$ cat src/rtl/fdr_pkg.sv
`timescale 1ns/1ps
package fdr_pkg;

   localparam int TUPLE_W = 104;
   localparam int FOLD_MAX = 16;

   // Fold the tuple into w bits: bit i of the tuple lands in bit (i mod w)
   function automatic logic [FOLD_MAX-1:0] fold_tuple(input logic [TUPLE_W-1:0] t,
                                                      input int w);
      logic [FOLD_MAX-1:0] acc;
      acc = '0;
      for (int i = 0; i < TUPLE_W; i++) begin
         acc[i % w] = acc[i % w] ^ t[i];
      end
      return acc;
   endfunction

endpackage

$ cat src/rtl/fdr_hash.sv
`timescale 1ns/1ps
module fdr_hash #(
   parameter int NUM_DOM = 10,
   parameter int DOM_W   = 4
) (
   input  logic [fdr_pkg::TUPLE_W-1:0] tuple,
   output logic [DOM_W-1:0]            dom
);
   logic [fdr_pkg::FOLD_MAX-1:0] fold_full;
   logic [DOM_W-1:0]             fold;

   assign fold_full = fdr_pkg::fold_tuple(tuple, DOM_W);
   assign fold      = fold_full[DOM_W-1:0];

   generate
      if ((1 << DOM_W) == NUM_DOM) begin : g_pow2
         // Every fold value is already a valid domain
         assign dom = fold;
      end else begin : g_reduce
         // The fold is below 2*NUM_DOM, so one conditional subtract is enough
         assign dom = (fold >= DOM_W'(NUM_DOM)) ? (fold - DOM_W'(NUM_DOM)) : fold;
      end
   endgenerate
endmodule

$ cat src/rtl/fdr_domain.sv
`timescale 1ns/1ps
module fdr_domain #(
   parameter int WIN   = 16,
   parameter int SEQ_W = 4,
   parameter int TAG_W = 8
) (
   input  logic             clk,
   input  logic             rst_n,
   input  logic             arr_we,
   input  logic [TAG_W-1:0] arr_tag,
   input  logic             cmp_we,
   input  logic [SEQ_W-1:0] cmp_seq,
   input  logic [TAG_W-1:0] cmp_tag,
   input  logic             pop,
   output logic             full,
   output logic [SEQ_W-1:0] next_seq,
   output logic             head_ready,
   output logic [SEQ_W-1:0] head_seq,
   output logic [TAG_W-1:0] head_tag
);
   // Pointers carry one wrap bit above the slot index
   logic [SEQ_W:0]   wr_q, rd_q, occ;
   logic [WIN-1:0]   done_q, done_d;
   logic [TAG_W-1:0] tag_q [WIN];
   logic [SEQ_W-1:0] wr_slot, rd_slot, cmp_off;
   logic             empty, cmp_hit;

   assign wr_slot = wr_q[SEQ_W-1:0];
   assign rd_slot = rd_q[SEQ_W-1:0];
   assign occ     = wr_q - rd_q;
   assign empty   = (wr_q == rd_q);
   assign full    = (wr_slot == rd_slot) && (wr_q[SEQ_W] != rd_q[SEQ_W]);

   // A completion counts only if it is inside the outstanding window, carries the stored tag and is not a repeat
   assign cmp_off = cmp_seq - rd_slot;
   assign cmp_hit = cmp_we && ({1'b0, cmp_off} < occ) &&
                    (tag_q[cmp_seq] == cmp_tag) && !done_q[cmp_seq];

   assign next_seq   = wr_slot;
   assign head_ready = !empty && done_q[rd_slot];
   assign head_seq   = rd_slot;
   assign head_tag   = tag_q[rd_slot];

   always_comb begin
      done_d = done_q;
      if (cmp_hit) done_d[cmp_seq] = 1'b1;
      if (pop)     done_d[rd_slot] = 1'b0;
      if (arr_we)  done_d[wr_slot] = 1'b0;
   end

   always_ff @(posedge clk or negedge rst_n) begin
      if (!rst_n) begin
         wr_q   <= '0;
         rd_q   <= '0;
         done_q <= '0;
      end else begin
         if (arr_we) wr_q <= wr_q + 1'b1;
         if (pop)    rd_q <= rd_q + 1'b1;
         done_q <= done_d;
      end
   end

   always_ff @(posedge clk) begin
      if (arr_we) tag_q[wr_slot] <= arr_tag;
   end

   a_r3_no_overflow: assert property (@(posedge clk) disable iff (!rst_n)
      arr_we |-> !full);

   a_r3_occ_bound: assert property (@(posedge clk) disable iff (!rst_n)
      occ <= (SEQ_W+1)'(WIN));

   a_r4_pop_only_ready_head: assert property (@(posedge clk) disable iff (!rst_n)
      pop |-> head_ready);

   a_r2_seq_advances: assert property (@(posedge clk) disable iff (!rst_n)
      arr_we |=> (next_seq == $past(next_seq) + 1'b1));

   a_r2_seq_holds: assert property (@(posedge clk) disable iff (!rst_n)
      !arr_we |=> $stable(next_seq));
endmodule

$ cat src/rtl/fdr_rr_arb.sv
`timescale 1ns/1ps
module fdr_rr_arb #(
   parameter int N  = 10,
   parameter int IW = 4
) (
   input  logic          clk,
   input  logic          rst_n,
   input  logic [N-1:0]  req,
   output logic [N-1:0]  grant,
   output logic [IW-1:0] grant_idx
);
   logic [IW-1:0] last_q;
   logic          found;
   int            cand;

   // Search starts one past the last winner and wraps around
   always_comb begin
      grant     = '0;
      grant_idx = '0;
      found     = 1'b0;
      cand      = 0;
      for (int i = 1; i <= N; i++) begin
         cand = int'(last_q) + i;
         if (cand >= N) cand = cand - N;
         if (!found && req[cand[IW-1:0]]) begin
            found                  = 1'b1;
            grant[cand[IW-1:0]]    = 1'b1;
            grant_idx              = cand[IW-1:0];
         end
      end
   end

   always_ff @(posedge clk or negedge rst_n) begin
      if (!rst_n)    last_q <= IW'(N-1);
      else if (|req) last_q <= grant_idx;
   end

   a_r7_one_grant: assert property (@(posedge clk) disable iff (!rst_n)
      $onehot0(grant));

   a_r7_grant_needs_req: assert property (@(posedge clk) disable iff (!rst_n)
      (grant & ~req) == '0);

   a_r7_no_idle_when_req: assert property (@(posedge clk) disable iff (!rst_n)
      (|req) |-> (|grant));

   a_r7_rotates_away: assert property (@(posedge clk) disable iff (!rst_n)
      ($countones(req) > 1) |-> !grant[last_q]);
endmodule

$ cat src/rtl/flow_domain_reorderer.sv
`timescale 1ns/1ps
module flow_domain_reorderer #(
   parameter int NUM_DOM = 10,
   parameter int WIN     = 16,
   parameter int TAG_W   = 8
) (
   input  logic                        clk,
   input  logic                        rst_n,
   input  logic                        arr_valid,
   input  logic [fdr_pkg::TUPLE_W-1:0] arr_tuple,
   input  logic [TAG_W-1:0]            arr_tag,
   output logic                        arr_ready,
   output logic [$clog2(NUM_DOM)-1:0]  arr_dom,
   output logic [$clog2(WIN)-1:0]      arr_seq,
   input  logic                        cmp_valid,
   input  logic [$clog2(NUM_DOM)-1:0]  cmp_dom,
   input  logic [$clog2(WIN)-1:0]      cmp_seq,
   input  logic [TAG_W-1:0]            cmp_tag,
   output logic                        rel_valid,
   output logic [$clog2(NUM_DOM)-1:0]  rel_dom,
   output logic [$clog2(WIN)-1:0]      rel_seq,
   output logic [TAG_W-1:0]            rel_tag
);
   localparam int DOM_W = $clog2(NUM_DOM);
   localparam int SEQ_W = $clog2(WIN);

   generate
      if (NUM_DOM < 2)               begin : g_chk_dom   $error("NUM_DOM must be at least 2"); end
      if (WIN != (1 << SEQ_W))       begin : g_chk_win   $error("WIN must be a power of two"); end
      if (DOM_W > fdr_pkg::FOLD_MAX) begin : g_chk_fold  $error("too many domains for the fold"); end
      if (TAG_W < 1)                 begin : g_chk_tag   $error("TAG_W must be positive"); end
   endgenerate

   logic [DOM_W-1:0]   hdom;
   logic [NUM_DOM-1:0] full_v, head_rdy, grant;
   logic [SEQ_W-1:0]   next_seq_a [NUM_DOM];
   logic [SEQ_W-1:0]   head_seq_a [NUM_DOM];
   logic [TAG_W-1:0]   head_tag_a [NUM_DOM];
   logic [DOM_W-1:0]   gidx;
   logic               take;

   fdr_hash #(.NUM_DOM(NUM_DOM), .DOM_W(DOM_W)) u_hash (
      .tuple (arr_tuple),
      .dom   (hdom)
   );

   assign arr_dom   = hdom;
   assign arr_ready = !full_v[hdom];
   assign arr_seq   = next_seq_a[hdom];
   assign take      = arr_valid && arr_ready;

   generate
      for (genvar d = 0; d < NUM_DOM; d++) begin : g_dom
         fdr_domain #(.WIN(WIN), .SEQ_W(SEQ_W), .TAG_W(TAG_W)) u_dom (
            .clk        (clk),
            .rst_n      (rst_n),
            .arr_we     (take && (hdom == DOM_W'(d))),
            .arr_tag    (arr_tag),
            .cmp_we     (cmp_valid && (cmp_dom == DOM_W'(d))),
            .cmp_seq    (cmp_seq),
            .cmp_tag    (cmp_tag),
            .pop        (grant[d]),
            .full       (full_v[d]),
            .next_seq   (next_seq_a[d]),
            .head_ready (head_rdy[d]),
            .head_seq   (head_seq_a[d]),
            .head_tag   (head_tag_a[d])
         );
      end
   endgenerate

   fdr_rr_arb #(.N(NUM_DOM), .IW(DOM_W)) u_arb (
      .clk       (clk),
      .rst_n     (rst_n),
      .req       (head_rdy),
      .grant     (grant),
      .grant_idx (gidx)
   );

   always_ff @(posedge clk or negedge rst_n) begin
      if (!rst_n) begin
         rel_valid <= 1'b0;
         rel_dom   <= '0;
         rel_seq   <= '0;
         rel_tag   <= '0;
      end else begin
         rel_valid <= |grant;
         if (|grant) begin
            rel_dom <= gidx;
            rel_seq <= head_seq_a[gidx];
            rel_tag <= head_tag_a[gidx];
         end
      end
   end

   a_r1_dom_in_range: assert property (@(posedge clk) disable iff (!rst_n)
      arr_valid |-> (arr_dom < DOM_W'(NUM_DOM)));

   a_r6_ready_head_released: assert property (@(posedge clk) disable iff (!rst_n)
      (|head_rdy) |=> rel_valid);

   a_r10_release_dom_range: assert property (@(posedge clk) disable iff (!rst_n)
      rel_valid |-> (rel_dom < DOM_W'(NUM_DOM)));

   a_r3_full_refuses: assert property (@(posedge clk) disable iff (!rst_n)
      (arr_valid && !arr_ready) |=> (arr_seq == $past(arr_seq)) || (arr_dom != $past(arr_dom)));
endmodule

$ cat config.mk
export PLATFORM = sky130hd
export DESIGN_NAME = flow_domain_reorderer
export DESIGN_NICKNAME = d
export VERILOG_FILES = /design/src/rtl/fdr_pkg.sv /design/src/rtl/fdr_hash.sv /design/src/rtl/fdr_domain.sv /design/src/rtl/fdr_rr_arb.sv /design/src/rtl/flow_domain_reorderer.sv
export SDC_FILE = /design/constraint.sdc
export NUM_CORES = 2
export LEC_CHECK = 0
export BUFFER_PORTS_ARGS = -buffer_cell sky130_fd_sc_hd__buf_2
export CAP_MARGIN = 15
export CORE_AREA = 3 3 584 586
export CTS_CLUSTER_SIZE = 24
export DETAILED_ROUTE_END_ITERATION = 8
export DIE_AREA = 0 0 587 589
export GPL_ROUTABILITY_DRIVEN = 0
export GPL_TIMING_DRIVEN = 0
export HOLD_SLACK_MARGIN = 0.02
export SLEW_MARGIN = 20
export SYNTH_ARGS = -nofsm -noshare
export SYNTH_HDL_FRONTEND = slang
export SYNTH_SLANG_ARGS = --single-unit
$ cat constraint.sdc
create_clock -name clk -period 8.56 [get_ports clk]
set_clock_uncertainty 0.05 [all_clocks]
set_input_delay 1.284 -clock clk [delete_from_list [all_inputs] [get_ports clk]]
set_output_delay 1.284 -clock clk [all_outputs]
set_load 0.1 [all_outputs]
Word level (Yosys, flattened, before mapping). Memories as Yosys holds them, arrays and structs flattened. Cells that the tools add are included.

Add/sub/neg operators: 61. Reduce and logical (&&, ||, !) cells: 145. Eq/ne operators: 58. Bitwise operators: 161. Order comparisons: 86. Muxes and demuxes: 223.

Operators by type and width (count): $mux W16 (30); $and A16 B16 Y16 (20); $not A16 Y16 (20); $lt A4 B5 Y1 const B (32); $or A16 B16 Y16 (10); $bmux W1 S4 (31); $demux W1 S4 (31); $ge A4 B1 Y1 const B (31); $logic_and A1 B1 Y1 (111); $add A5 B1 Y5 const B (20); $mux W10 (10); $mux W4 (25); $xor A1 B1 Y1 (100); $mux W1 (91); $or A10 B10 Y10 (9); $eq A8 B8 Y1 (10); $eq A5 B5 Y1 (10); $ge A5 B4 Y1 const B (10); $lt A4 B5 Y1 (10); $sub A5 B5 Y5 (10); $sub A4 B4 Y4 const B (11); $eq A4 B4 Y1 (10); $sub A4 B4 Y4 (10); $bmux W4 S4 (2); other kinds (17) (80).

Bits of input ports: 132. Memories: 10. Bits in writable memories: 1280. Logic and storage cells: 779. Bits in registers: 281.

Memories: g_dom[0].u_dom.tag_q (words 16, width 8, read ports 2, clocked after memory_dff 0, wr ports 1, RTL line fdr_domain.sv:24) `logic [TAG_W-1:0] tag_q [WIN];`; g_dom[1].u_dom.tag_q (words 16, width 8, read ports 2, clocked after memory_dff 0, wr ports 1, RTL line fdr_domain.sv:24); g_dom[2].u_dom.tag_q (words 16, width 8, read ports 2, clocked after memory_dff 0, wr ports 1, RTL line fdr_domain.sv:24); g_dom[3].u_dom.tag_q (words 16, width 8, read ports 2, clocked after memory_dff 0, wr ports 1, RTL line fdr_domain.sv:24); g_dom[4].u_dom.tag_q (words 16, width 8, read ports 2, clocked after memory_dff 0, wr ports 1, RTL line fdr_domain.sv:24); g_dom[5].u_dom.tag_q (words 16, width 8, read ports 2, clocked after memory_dff 0, wr ports 1, RTL line fdr_domain.sv:24); 4 more memories.

Depth between registers and ports, before layout.
Depth after elaboration: 37. Mapped depth: 27.

Modules after synthesis. From an unflattened synthesis, not the netlist that was laid out.

Cells, all modules: 6327. Area, all modules: 89533.4 µm².

By module, submodules not included: fdr_domain (g_dom[0].u_dom ...) (seq. area each 4494.3 µm², cells an instance 544, area an instance 8185.4 µm², instances 6); fdr_domain (g_dom[7].u_dom ...) (seq. area each 4494.3 µm², cells an instance 540, area an instance 8246.7 µm², instances 2); fdr_domain (g_dom[9].u_dom) (seq. area each 4494.3 µm², cells an instance 559, area an instance 8303.0 µm², instances 1); fdr_domain (g_dom[3].u_dom) (seq. area each 4494.3 µm², cells an instance 540, area an instance 8250.4 µm², instances 1); fdr_rr_arb (seq. area each 102.6 µm², cells an instance 582, area an instance 4055.1 µm², instances 1); flow_domain_reorderer (seq. area each 425.4 µm², cells an instance 201, area an instance 2344.7 µm², instances 1); fdr_hash (seq. area each 0.0 µm², cells an instance 101, area an instance 974.7 µm², instances 1).

Worst setup path after synthesis. OpenSTA, ideal clock, no wires.

Path kind: input port to output port. Start point: input port arr_tuple[21] (netlist name). End point: output port arr_seq[0]. Slack: 1.281 ns. Required time: 7.226 ns. Stages: 11. Path buffers: 1. Arrival time: 5.945 ns. Path through: xor2_1 -> xnor2_1 -> xnor2_1 -> xnor2_1 -> xnor2_1 -> or2_2 -> o21ai_1 -> clkbuf_1 -> mux4_2 -> nand2_1 -> a31oi_1.

Word-level cells in the longest chain between the ends: 27.

RTL lines: start: declaration (RTL line flow_domain_reorderer.sv:10) `input logic [fdr_pkg::TUPLE_W-1:0] arr_tuple,`; $xor A1 B1 Y1 (*) (21 in a row) (RTL line fdr_pkg.sv:13) `acc[i % w] = acc[i % w] ^ t[i];`; $sub A4 B4 Y4 or $ge A4 B4 Y1 (tied branches) (RTL line fdr_hash.sv:21) `assign dom = (fold >= DOM_W'(NUM_DOM)) ? (fold - DOM_W'(NUM_DOM)) : fold;`; $mux W4 (*) (RTL line fdr_hash.sv:21); net arr_dom[1] (RTL line flow_domain_reorderer.sv:13) `output logic [$clog2(NUM_DOM)-1:0] arr_dom,`; $not A4 Y5 (not written as such) (*) (RTL line flow_domain_reorderer.sv:49) `assign arr_seq = next_seq_a[hdom];`; $bmux W4 S4 (*) (RTL line flow_domain_reorderer.sv:49); $mux W4 (not written as such) (*) (2 in a row) (RTL line flow_domain_reorderer.sv:49); end: declaration (RTL line flow_domain_reorderer.sv:14) `output logic [$clog2(WIN)-1:0] arr_seq,`.

The timed path passes the listed nets; every way through them passes the cells marked *. The select of a mux whose other input is x is not followed.

Worst setup path in the final report.
Start point: register u_arb.last_q[0]. End point: register rel_tag[6].

Word-level cells in the longest chain between the ends: 37.

RTL lines: start: declaration (RTL line fdr_rr_arb.sv:12) `logic [IW-1:0] last_q;`; start signal: assignment (RTL line fdr_rr_arb.sv:34) `if (!rst_n) last_q <= IW'(N-1);`; start signal: assignment (RTL line fdr_rr_arb.sv:35) `else if (|req) last_q <= grant_idx;`; $add A4 B1 Y5 (RTL line fdr_rr_arb.sv:23) `cand = int'(last_q) + i;`; $sub A4 B4 Y4 or $ge A5 B4 Y1 (tied branches) (RTL line fdr_rr_arb.sv:24) `if (cand >= N) cand = cand - N;`; $mux W4 (RTL line fdr_rr_arb.sv:24); $bmux W1 S4 (RTL line fdr_rr_arb.sv:25) `if (!found && req[cand[IW-1:0]]) begin`; $mux W1 (not written as such) (RTL line fdr_rr_arb.sv:25); $mux W1 (RTL line fdr_rr_arb.sv:25); $logic_not A1 Y1 (RTL line fdr_rr_arb.sv:25); $logic_and A1 B1 Y1 (RTL line fdr_rr_arb.sv:25); (+20 left out); $logic_and A1 B1 Y1 (RTL line fdr_rr_arb.sv:25); $mux W1 (RTL line fdr_rr_arb.sv:25); $logic_not A1 Y1 (RTL line fdr_rr_arb.sv:25); $logic_and A1 B1 Y1 (RTL line fdr_rr_arb.sv:25); $mux W4 (RTL line fdr_rr_arb.sv:25); $not A4 Y5 (not written as such) (RTL line flow_domain_reorderer.sv:91) `rel_tag <= head_tag_a[gidx];`; $bmux W8 S4 (RTL line flow_domain_reorderer.sv:91); $mux W8 (not written as such) (2 in a row) (RTL line flow_domain_reorderer.sv:91); end signal: assignment (RTL line flow_domain_reorderer.sv:91); end: declaration (RTL line flow_domain_reorderer.sv:22) `output logic [TAG_W-1:0] rel_tag`.

Several ways; a longest one is shown, not always the timed one. The select of a mux whose other input is x is not followed. A chain may end at the register's enable or synchronous reset.

==> metrics.md <==
| Metric | Value |
|---|---|
| Avg Cell Area, Syn | `15.95 um2` |
| Flop pwr share | `0.233` |
| Logic pwr share | `0.576` |
| Worst path max stage delay | `0.61 ns` |
| Share of the synthesized area in the top cell type | `0.4571` |
| # H-tree levels | `4` |
| Core ar. | `0.3363 mm2` |
| CP Data Required Time | `9.22 ns` |
| DRT Pass-1 Iters | `9` |
| Total Wirelength | `349600 um` |
| Clock slew at reported path FFs | `0.06 ns` |
| Die area | `0.3457 mm2` |
| Setup ws final | `-0.01100 ns` |
| CP Launch Type | `flop` |
| DP HPWL | `256800 um` |
| CP bufs+invs | `10` |
| Worst R2R Start | `u_arb.last_q[0]$_DFFE_PN1P_` |
| Worst-case reg-to-reg path depth | `25` |
| Post-DR vias/cell | `5.722` |
| CTS tree | `done` |
| Crit-path max FO | `12` |
| Port Buffers | `147` |
| Total track usage | `0.1957` |
| EDFF count, synth | `1280` |
| Vias in the first global route | `57660` |
| Main combinational cell family by area after synthesis | `multiplexers` |
| WL/cell | `33.43 um` |
| Pleak | `33.69 nW` |
| Mapped Nets | `5626` |
| Most frequent CP cell | `buf_2` |
| Post-route clock period utilization | `1.001` |
| R2r setup slk | `-0.01 ns` |
| Rows | `213` |
| Tightest Pin Transition | `1.202 ns` |
| Number of fill cells in the layout | `33080` |
| Max Buffers Root-to-Sink | `3` |
| #FFs+latches synth | `1561` |
| Root Driver | `clkbuf_16` |
| Share of cells above drive strength 1 | `0.3076` |
| Post-synthesis compound-gate area fraction | `0.06475` |
| Synth area leaders | `edfxtp_1 (46%), mux4_2 (23%), dfrtp_1 (8.3%), ha_1 (3.0%), xnor2_1 (2.6%)` |
| Die Y | `589 um` |
| Global-route wire length before repair | `474600 um` |
| Initial antenna violation count | `33` |
| Largest area contributor in the netlist | `edfxtp_1` |
| P_sw | `19.41 mW` |
| Slowest cell on the critical path | `dfstp_2` |
| Drt first-iter violations | `10350` |
| Top FF cell, synth | `edfxtp_1` |
| Seq/Total Area, Yosys | `0.5408` |
| Simple-gate portion of the synthesized area | `0.05684` |
| Sw Ratio | `0.4845` |
| Clock Power Share | `0.191` |
| Synth Area in XOR/XNOR | `0.03686` |
| Ys Warns | `0` |
| Post-Synth Adder-Cell Area | `0.03506` |
| Cell Int Power | `20.66 mW` |
| Final hold slack | `0.3753 ns` |
| Util after Layout | `0.2976` |
| Status | `finished with violations` |
| Crit path max-delay family | `compound AO/OA/AOI/OAI gates` |
| Initial Util | `0.2500` |
| Post-synthesis mux area share | `0.2438` |
| Final setup viols | `1` |
| Area of the multi-input gates | `0.03729 mm2` |
| Remaining antenna violation count | `0` |
| Number of max-cap violations | `0` |
| # hold bufs at CTS | `0` |
| Clk sinks | `1561` |
| # IOs | `158` |
| Max IR drop VDD | `0.8285 mV` |
| Synth unique cells | `115` |
| Synth Cell Area | `0.08408 mm2` |
| Max-slew headroom | `0.1989` |
| Via count | `59840` |
| Endpoints failing hold | `0` |
| Violated checks | `setup timing` |
| Slew Viols, Final | `0` |
| Area growth, synth to finish | `19.03%` |
| Worst hold path class | `input port to asynchronous set/reset pin` |
| Synth top cells by count | `edfxtp_1 (1280), mux4_2 (867), dfrtp_1 (279), a21oi_1 (263), xnor2_1 (252)` |
| RSZ-0062 raised after global routing | `no` |
| CTS Buf Count | `171` |
| Most frequent cell after synthesis | `edfxtp_1` |
| Largest net degree at the start of global routing | `98` |
| Crit. End Element | `flop` |
| Cells after Synth | `5271` |
| Overflow after GRT | `0` |
| Critical R2R Capture | `rel_tag[6]$_DFFE_PN0P_` |
| Crit path DAT | `9.23 ns` |
| Sequential cell area | `0.04547 mm2` |
| Residual DRC | `0` |
| Clk_lat worst skew | `0.86 ns` |
| Ys async rst share | `0.1800` |
| DIE WIDTH | `587 um` |
| Achievable Freq | `0.1167 GHz` |
| Fin crit period | `8.571 ns` |
| Number of nets in the layout | `6116` |
| Critical path class | `flop to flop` |
| PwrDens | `400.4 mW/mm2` |
cells in the final DEF (no fill, tap or decap), types with 35 or more instances in the layout:
cell type,n
nand3_1,49
buf_16,59
nand2b_1,36
clkinv_1,35
nand2_1,215
xnor2_1,249
a21o_1,70
clkbuf_16,172
o21ai_0,58
nand4_1,47
edfxtp_1,1280
buf_4,51
clkbuf_2,63
nor2_2,51
ha_1,202
diode_2,36
and2_1,43
mux2i_1,54
buf_2,241
a21oi_1,263
clkbuf_1,148
and3_1,65
buf_12,39
dfrtp_1,279
nor3_1,86
inv_1,107
buf_6,39
a211oi_1,141
xor2_1,100
mux4_2,867
nor2_1,153
timing repair:
action                     CTS  global route
pin swaps                    1             2
setup endpoints to repair   16            27
buffers inserted             2             5
resized for setup            4             8
kinds of logic (layout without fill, tap and decap cells):
group                    Yosys count  after routing
multiplexers                     954            954
XOR/XNOR                         353            353
AND/OR/NAND/NOR                  937            937
AO/OA/AOI/OAI                    791            791
flip-flops                      1561           1561
adder cells (fa/ha/maj)          223            223
buffers and inverters            452           1088
other                              0             36
stage by stage:
step | power (mW) | area [um2] | setup TNS, ns | worst slack, ns | instances
2_1_floorplan | 22.86 | 84080 | 0 | 1.281 | 5271
3_3_place_gp | 30.61 | 90470 | -442.98 | -3.057 | 9933
3_5_place_dp | 31.08 | 94100 | -22.68 | -0.5143 | 10100
4_1_cts | 38.70 | 99850 | 0 | 0.09163 | 10420
5_1_grt | 40.82 | 100000 | 0 | 0.07614 | 10440
6_report | 40.07 | 100100 | -0.01100 | -0.01100 | 10460
worst register-to-register path, delay by kind of cell (launching register included):
family | cells | cell delay, ns
compound gates | 8 | 2.98
buf+inv | 10 | 2.32
xor+xnor | 1 | 0.35
fa+ha+maj | 2 | 0.67
simple gates | 3 | 0.86
flops | 1 | 0.61
mux | 1 | 0.62
final cells by class:
type                       instances  share of cell area
antenna                           36           0.0009001
buffer                           331             0.01544
tap                             4515             0.05644
sequential                      1561              0.4543
timing repair buffer             319             0.03868
inverter                         119            0.004500
clock inverter                   108             0.01196
multi-input combinational       3258              0.3726
clock buffer                     211             0.04517
routing by layer:
layer	track usage	wire, um	up-vias
met2	0.2783	145800	5253
met1	0.2383	119700	30680
met5	0	83	-
met3	0.07836	52330	1234
li1	-	-	22670
met4	0.1458	31620	14
how the worst max path moves through the flow:
stage | from | endpoint | depth (start not counted)
final | u_arb.last_q[0]$_DFFE_PN1P_ | rel_tag[6]$_DFFE_PN0P_ | 25
after global routing | u_arb.last_q[0]$_DFFE_PN1P_ | rel_tag[6]$_DFFE_PN0P_ | 25
after CTS | u_arb.last_q[0]$_DFFE_PN1P_ | rel_tag[7]$_DFFE_PN0P_ | 25
after detailed placement | u_arb.last_q[0]$_DFFE_PN1P_ | rel_tag[6]$_DFFE_PN0P_ | 25
after global placement | cmp_seq[0] | g_dom[5].u_dom.done_q[8]$_DFF_PN0_ | 20
after floorplan | arr_tuple[21] | arr_seq[0] | 11
registers in the layout (all words and copies together), names as in the netlist:
signal              count
g_dom.u_dom.tag_q    1280
g_dom.u_dom.done_q    160
g_dom.u_dom.wr_q       50
g_dom.u_dom.rd_q       50
rel_tag                 8
u_arb.last_q            4
rel_valid               1
rel_seq                 4
rel_dom                 4
power groups by stage:
stage	Combinational [mW]	Clock (mW)	Sequential, mW
final	23.1	7.65	9.35
after global routing	23.5	7.97	9.36
after CTS	21.7	7.66	9.30
after detailed placement	21.6	0	9.46
after global placement	21.2	0	9.45
after floorplan	13.4	0	9.44
No activity file was read; power rests on OpenSTA's default activity.
